`config.mk`:
```
export PLATFORM = sky130hd
export DESIGN_NAME = evt_regfile
export DESIGN_NICKNAME = d
export VERILOG_FILES = /design/src/rtl/evt_regfile_pkg.sv /design/src/rtl/evt_addr_decode.sv /design/src/rtl/evt_main_counter.sv /design/src/rtl/evt_cfg_ctrl.sv /design/src/rtl/evt_regfile.sv
export SDC_FILE = /design/constraint.sdc
export NUM_CORES = 1
export LEC_CHECK = 0
export BUFFER_PORTS_ARGS = -buffer_cell sky130_fd_sc_hd__buf_4
export CAP_MARGIN = 20
export CORE_UTILIZATION = 49
export CTS_CLUSTER_SIZE = 30
export DETAILED_ROUTE_END_ITERATION = 16
export GPL_TIMING_DRIVEN = 0
export MAX_ROUTING_LAYER = met4
export PLACE_DENSITY = 0.79
export SLEW_MARGIN = 15
export SYNTH_ARGS = -nofsm -noshare
export SYNTH_HDL_FRONTEND = slang
export SYNTH_SLANG_ARGS = --single-unit
```
`constraint.sdc`:
```
create_clock -name clk -period 2.8 [get_ports clk]
set_clock_uncertainty 0.2 [all_clocks]
set_input_delay 0.56 -clock clk [delete_from_list [all_inputs] [get_ports clk]]
set_output_delay 0.56 -clock clk [all_outputs]
set_load 0.005 [all_outputs]
```
`src/rtl/evt_regfile_pkg.sv`:
```
package evt_regfile_pkg;

    localparam int DW     = 32;
    localparam int AW     = 8;
    localparam int OFF_W  = 3;
    localparam int SLOT_W = 5;

    // Global word addresses
    localparam logic [AW-1:0] WA_CAP_LO = 8'h00;
    localparam logic [AW-1:0] WA_CAP_HI = 8'h01;
    localparam logic [AW-1:0] WA_CFG_LO = 8'h04;
    localparam logic [AW-1:0] WA_CFG_HI = 8'h05;
    localparam logic [AW-1:0] WA_STS_LO = 8'h08;
    localparam logic [AW-1:0] WA_STS_HI = 8'h09;
    localparam logic [AW-1:0] WA_CNT_LO = 8'h3C;
    localparam logic [AW-1:0] WA_CNT_HI = 8'h3D;
    localparam logic [AW-1:0] WA_CHAN0  = 8'h40;

    localparam logic [DW-1:0] CAP_BASE  = 32'h8086_A001;
    localparam int            CAP_NSHIFT = 8;

    typedef enum logic [3:0] {
        RG_NONE,
        RG_CAP_LO,
        RG_CAP_HI,
        RG_CFG_LO,
        RG_CFG_HI,
        RG_STS_LO,
        RG_STS_HI,
        RG_CNT_LO,
        RG_CNT_HI,
        RG_CHAN
    } region_e;

    typedef struct packed {
        region_e             region;
        logic [SLOT_W-1:0]   slot;
        logic [OFF_W-1:0]    woff;
        logic                slot_ok;
    } dec_t;

    typedef struct packed {
        logic          valid;
        logic [DW-1:0] rdata;
    } rsp_t;

endpackage

```
`src/rtl/evt_addr_decode.sv`:
```
module evt_addr_decode
    import evt_regfile_pkg::*;
#(
    parameter int NUM_CH = 3
) (
    input  logic [AW-1:0] waddr,
    output dec_t          dec
);
    localparam logic [SLOT_W-1:0] SLOT_LIMIT = SLOT_W'(NUM_CH);

    logic [AW-1:0] rel;

    always_comb begin
        rel         = waddr - WA_CHAN0;
        dec.region  = RG_NONE;
        dec.slot    = rel[AW-1:OFF_W];
        dec.woff    = waddr[OFF_W-1:0];
        dec.slot_ok = 1'b0;
        if (waddr >= WA_CHAN0) begin
            dec.region  = RG_CHAN;
            dec.slot_ok = (rel[AW-1:OFF_W] < SLOT_LIMIT);
        end else begin
            unique case (waddr)
                WA_CAP_LO: dec.region = RG_CAP_LO;
                WA_CAP_HI: dec.region = RG_CAP_HI;
                WA_CFG_LO: dec.region = RG_CFG_LO;
                WA_CFG_HI: dec.region = RG_CFG_HI;
                WA_STS_LO: dec.region = RG_STS_LO;
                WA_STS_HI: dec.region = RG_STS_HI;
                WA_CNT_LO: dec.region = RG_CNT_LO;
                WA_CNT_HI: dec.region = RG_CNT_HI;
                default:   dec.region = RG_NONE;
            endcase
        end
    end

endmodule

```
`src/rtl/evt_main_counter.sv`:
```
module evt_main_counter
    import evt_regfile_pkg::*;
#(
    parameter int CW = 64
) (
    input  logic          clk,
    input  logic          rst_n,
    input  logic          run,
    input  logic          tick,
    input  logic          wr_lo,
    input  logic          wr_hi,
    input  logic [DW-1:0] wdata,
    output logic [CW-1:0] count
);
    localparam int HI_W = CW - DW;

    logic [CW-1:0] count_d, count_q;

    always_comb begin
        count_d = count_q;
        if (wr_lo) begin
            count_d[DW-1:0] = wdata;
        end else if (wr_hi) begin
            count_d[CW-1:DW] = wdata[HI_W-1:0];
        end else if (run && tick) begin
            count_d = count_q + CW'(1);
        end
    end

    always_ff @(posedge clk or negedge rst_n) begin
        if (!rst_n) count_q <= '0;
        else        count_q <= count_d;
    end

    assign count = count_q;

endmodule

```
`src/rtl/evt_cfg_ctrl.sv`:
```
module evt_cfg_ctrl #(
    parameter int NUM_CH = 3
) (
    input  logic              clk,
    input  logic              rst_n,
    input  logic              wr,
    input  logic [1:0]        wbits,
    input  logic [NUM_CH-1:0] cmp_max,
    output logic              enable,
    output logic              legacy,
    output logic [NUM_CH-1:0] arm,
    output logic [NUM_CH-1:0] disarm
);
    typedef struct packed {
        logic              en;
        logic              leg;
        logic [NUM_CH-1:0] arm;
        logic [NUM_CH-1:0] disarm;
    } cfg_t;

    cfg_t cfg_d, cfg_q;

    always_comb begin
        cfg_d        = cfg_q;
        cfg_d.arm    = '0;
        cfg_d.disarm = '0;
        if (wr) begin
            cfg_d.en  = wbits[0];
            cfg_d.leg = wbits[1];
            if (!cfg_q.en && wbits[0]) cfg_d.arm    = ~cmp_max;
            if (cfg_q.en && !wbits[0]) cfg_d.disarm = '1;
        end
    end

    always_ff @(posedge clk or negedge rst_n) begin
        if (!rst_n) cfg_q <= '0;
        else        cfg_q <= cfg_d;
    end

    assign enable = cfg_q.en;
    assign legacy = cfg_q.leg;
    assign arm    = cfg_q.arm;
    assign disarm = cfg_q.disarm;

endmodule

```
`src/rtl/evt_regfile.sv`:
```
module evt_regfile
    import evt_regfile_pkg::*;
#(
    parameter int          NUM_CH    = 3,
    parameter logic [31:0] PERIOD_FS = 32'h05F5_E100
) (
    input  logic                 clk,
    input  logic                 rst_n,
    input  logic                 tick,
    input  logic                 req_valid,
    input  logic                 req_write,
    input  logic [7:0]           req_waddr,
    input  logic [31:0]          req_wdata,
    output logic                 rsp_valid,
    output logic [31:0]          rsp_rdata,
    output logic [NUM_CH-1:0]    chan_wr,
    output logic [NUM_CH-1:0]    chan_rd,
    output logic [2:0]           chan_off,
    output logic [31:0]          chan_wdata,
    input  logic [32*NUM_CH-1:0] chan_rdata,
    input  logic [NUM_CH-1:0]    chan_cmp_max,
    input  logic [NUM_CH-1:0]    chan_status,
    output logic [NUM_CH-1:0]    sts_clr,
    output logic [NUM_CH-1:0]    arm_o,
    output logic [NUM_CH-1:0]    disarm_o,
    output logic [63:0]          count_o,
    output logic                 enabled_o,
    output logic                 legacy_o
);
    localparam int            CW      = 64;
    localparam logic [DW-1:0] CAP_LO  = CAP_BASE | (DW'(NUM_CH - 1) << CAP_NSHIFT);
    localparam logic [DW-1:0] CAP_HI  = PERIOD_FS;

    dec_t          dec;
    logic          wr_req, rd_req;
    logic [DW-1:0] chan_sel_data;
    rsp_t          rsp_d, rsp_q;

    evt_addr_decode #(.NUM_CH(NUM_CH)) u_dec (
        .waddr (req_waddr),
        .dec   (dec)
    );

    assign wr_req = req_valid && req_write;
    assign rd_req = req_valid && !req_write;

    evt_main_counter #(.CW(CW)) u_cnt (
        .clk   (clk),
        .rst_n (rst_n),
        .run   (enabled_o),
        .tick  (tick),
        .wr_lo (wr_req && dec.region == RG_CNT_LO),
        .wr_hi (wr_req && dec.region == RG_CNT_HI),
        .wdata (req_wdata),
        .count (count_o)
    );

    evt_cfg_ctrl #(.NUM_CH(NUM_CH)) u_cfg (
        .clk     (clk),
        .rst_n   (rst_n),
        .wr      (wr_req && dec.region == RG_CFG_LO),
        .wbits   (req_wdata[1:0]),
        .cmp_max (chan_cmp_max),
        .enable  (enabled_o),
        .legacy  (legacy_o),
        .arm     (arm_o),
        .disarm  (disarm_o)
    );

    // Per-channel strobes, one generated lane per channel
    for (genvar g = 0; g < NUM_CH; g++) begin : g_lane
        logic hit;
        assign hit        = dec.region == RG_CHAN && dec.slot_ok &&
                            dec.slot == SLOT_W'(g);
        assign chan_wr[g] = wr_req && hit;
        assign chan_rd[g] = rd_req && hit;
    end

    assign chan_off   = dec.woff;
    assign chan_wdata = req_wdata;
    assign sts_clr    = (wr_req && dec.region == RG_STS_LO) ?
                        (req_wdata[NUM_CH-1:0] & chan_status) : '0;

    always_comb begin
        chan_sel_data = '0;
        for (int i = 0; i < NUM_CH; i++) begin
            if (dec.slot == SLOT_W'(i)) chan_sel_data = chan_rdata[i*DW +: DW];
        end
    end

    always_comb begin
        rsp_d.valid = rd_req;
        rsp_d.rdata = '0;
        if (rd_req) begin
            unique case (dec.region)
                RG_CAP_LO: rsp_d.rdata = CAP_LO;
                RG_CAP_HI: rsp_d.rdata = CAP_HI;
                RG_CFG_LO: rsp_d.rdata = {30'd0, legacy_o, enabled_o};
                RG_STS_LO: rsp_d.rdata = DW'(chan_status);
                RG_CNT_LO: rsp_d.rdata = count_o[DW-1:0];
                RG_CNT_HI: rsp_d.rdata = count_o[CW-1:DW];
                RG_CHAN:   rsp_d.rdata = dec.slot_ok ? chan_sel_data : '0;
                default:   rsp_d.rdata = '0;
            endcase
        end
    end

    always_ff @(posedge clk or negedge rst_n) begin
        if (!rst_n) rsp_q <= '0;
        else        rsp_q <= rsp_d;
    end

    assign rsp_valid = rsp_q.valid;
    assign rsp_rdata = rsp_q.rdata;

endmodule

```
==> qor.txt <==
status - completed
Non-Filler Instances - 1368
post-route ant nets - 0
Crit-path slowest cell - a21oi_2
ys async rst share - 100%
Initial Utilization - 50.5%
I/O pins - 296
CTS Buffer Depth - 2
CP peak stage delay - 0.25 ns
fin nets - 1334
DR vias/cell - 6.18
DR vias - 8452
CORE AREA - 13900 um2
pre-CTS worst setup slack - -0.848 ns
Slew @ Worst Pin - 0.989 ns
Core Util, Final - 71.9%
CP cell instances - buf_4, inv_2, ha_4, nor2b_2, nand2_1, a21oi_2, nor3_4, and3_1, buf_4
setup TNS - 0 ns
compound-gate portion of the synthesized area - 21.0%
share of cells above drive strength 1 - 34.4%
Top FF cell, synth - dfrtp_1
first-pass GRT wire length - 45.0 mm
total CTS buffers - 9
Die Ht - 122 um
routed length per instance - 22.3 um
drt drc - 0
Mapped Nets - 1024
syn_area_per_cell - 8.06 um2
Root Buffer Master - clkbuf_16
worst reg2reg setup slack - 0.10 ns
vias in the first global route - 7786
Hold Violations, Final - 0
Slew Viols, Final - 0
clock tree sinks - 103
MaxCap Viol Count - 0
synthesized flop and latch total - 103
Final HPWL DP - 23.6 mm
XOR/XNOR Fraction of Synth Area - 3.98%
cell with the most instances after synthesis - nand2_1
global route overflow - 0
GPL Wtd Cong - 1.03
Post-Syn Instances - 873
startpoint types - input port
crit end category - output pin
P_leak - 4.49 nW
CP arrival - 1.98 ns
Mapped Area - 7040 um2
most frequent cells after synthesis - nand2_1 (159), dfrtp_1 (103), o21ai_0 (80)
largest family of logic cells by synthesized area - simple AND/OR/NAND/NOR gates
Synth Area in Simple Gates - 24.3%
Die X - 122 um
buffer and inverter count on the worst path - 3
DRT iter0 DRCs - 889
Critical Path Fanout Max - 5
total routed wirelength - 30.6 mm
largest net degree at the start of global routing - 104
area leader, netlist - dfrtp_1
# diodes - 0
CTS tree - built
HP Class - input port to asynchronous set/reset pin
IO Port Bufs - 292
maximum VDD drop - 0.357 mV
Distinct cells, synth - 63
DR pass1 iterations - 5
dpl cells - 1345
clk slew on worst S/H paths - 0.08 ns
die area - 14900 um2
FP Rows - 43
area grow syn2layout - 42.3%
Area contributors post-synth - dfrtp_1 (37%), nand2_1 (8.5%), o21ai_0 (5.7%)
all-layer global routing usage - 42.0%
critical path class - input port to output pin
clock latency on the worst-skew pair - 0.36 ns
Tcrit/Tclk final - 97.8%
Pwr Total - 3.42 mW
Pwr per Cell Area - 342 nW/um2
final setup vio count - 0
worst setup margin - 0.0618 ns
FMAX - 0.365 GHz
worst rel slew slack - 34.1%
Synth Area in Adders - 0.711%
H-tree levels - 3
initial antenna violation count - 0
WP data required - 2.04 ns
mux contribution to synthesized area - 5.58%
Post-synth EDFFs - 0
multi-input logic area - 4050 um2
share of the synthesized area in the top cell type - 36.6%
Worst path top cell family by delay - simple AND/OR/NAND/NOR gates
register area share after synthesis - 36.6%
Reg area - 2580 um2
synth warn - 0
number of fill cells - 1179
Most Frequent Cell on Critical Path - buf_4
Final Critical Period - 2.74 ns
stage by stage:
stage                     instance area (um2)  hold slack, ns
after floorplan                          7040          0.0644
after global placement                   9460           0.318
after detailed placement                 9460           0.348
after CTS                                9900           0.138
after global routing                    10000           0.140
final                                   10000          0.0860
cell families after synthesis:
logic type,count (synthesis)
compound gates,236
xor+xnor,32
fa+ha+maj,4
buf+inv,104
flops,103
mux,39
simple gates,355
worst register-to-register path, cell delays in order (launching register included):
cell	delay (ns)
dfrtp_1	0.54
nand4_1	0.17
or4_1	0.69
or3_1	0.38
nor4_2	0.22
mux2i_1	0.12
a221o_1	0.26
repair_timing:
| action | in CTS | in global routing |
|---|---|---|
| pin swaps | 3 | 7 |
| hold buffers | 0 | 0 |
| gates resized for setup | 21 | 26 |
| buffers inserted | 4 | 5 |
| setup endpoints to repair | 70 | 66 |
final timing paths:
path | start | end | depth (start not counted)
worst max-delay path | req_waddr[6] | sts_clr[1] | 9
worst min-delay path | rst_n | rsp_rdata[12]$_DFF_PN0_ | 1
worst max register to register | u_cnt.count[48]$_DFFE_PN0P_ | u_cnt.count[63]$_DFFE_PN0P_ | 6
worst min register to register | u_cfg.legacy$_DFFE_PN0P_ | u_cfg.legacy$_DFFE_PN0P_ | 1
max in group asynchronous | rst_n | u_cnt.count[49]$_DFFE_PN0P_ | 1
min in group clk | chan_cmp_max[0] | u_cfg.arm[0]$_DFF_PN0_ | 2
cell usage in the layout (no fill, tap or decap), drive strengths merged, types with 18 or more instances in the layout:
cell type	instances
a21oi	39
nand2	159
a31oi	23
clkbuf	49
nor3	24
o21ai	90
nor2	45
a22oi	35
mux2i	37
nand4	18
buf	352
nand3	40
dfrtp	103
final cells by class:
type / count / share of cell area [%]
sequential: 103 / 25.8
buffer: 91 / 5.13
inverter: 11 / 0.437
timing repair buffer: 301 / 22.7
clock buffer: 9 / 2.25
tap: 180 / 2.25
multi-input combinational: 666 / 40.4
clock inverter: 7 / 1.01
per-layer routing:
layer	global-route usage, %	routed length (um)	vias up
met2	65.7	14400	578
li1	-	-	3766
met5	-	0	-
met1	52.9	11400	4009
met3	8.24	3530	99
met4	17.7	1200	0
sequential cells by signal (all words and copies together) (netlist names):
signal and flops:
u_cfg.disarm 1, rsp_rdata 32, u_cnt.count 64, u_cfg.enable 1
rsp_valid 1, u_cfg.legacy 1, u_cfg.arm 3
power breakdown:
group          internal, mW  total, mW  switching, mW
Combinational         0.258      0.485          0.227
Sequential             1.49       1.50         0.0116
Clock                 0.797       1.43          0.638
Total                  2.55       3.42          0.877
Power figures use the tool's default switching activity.
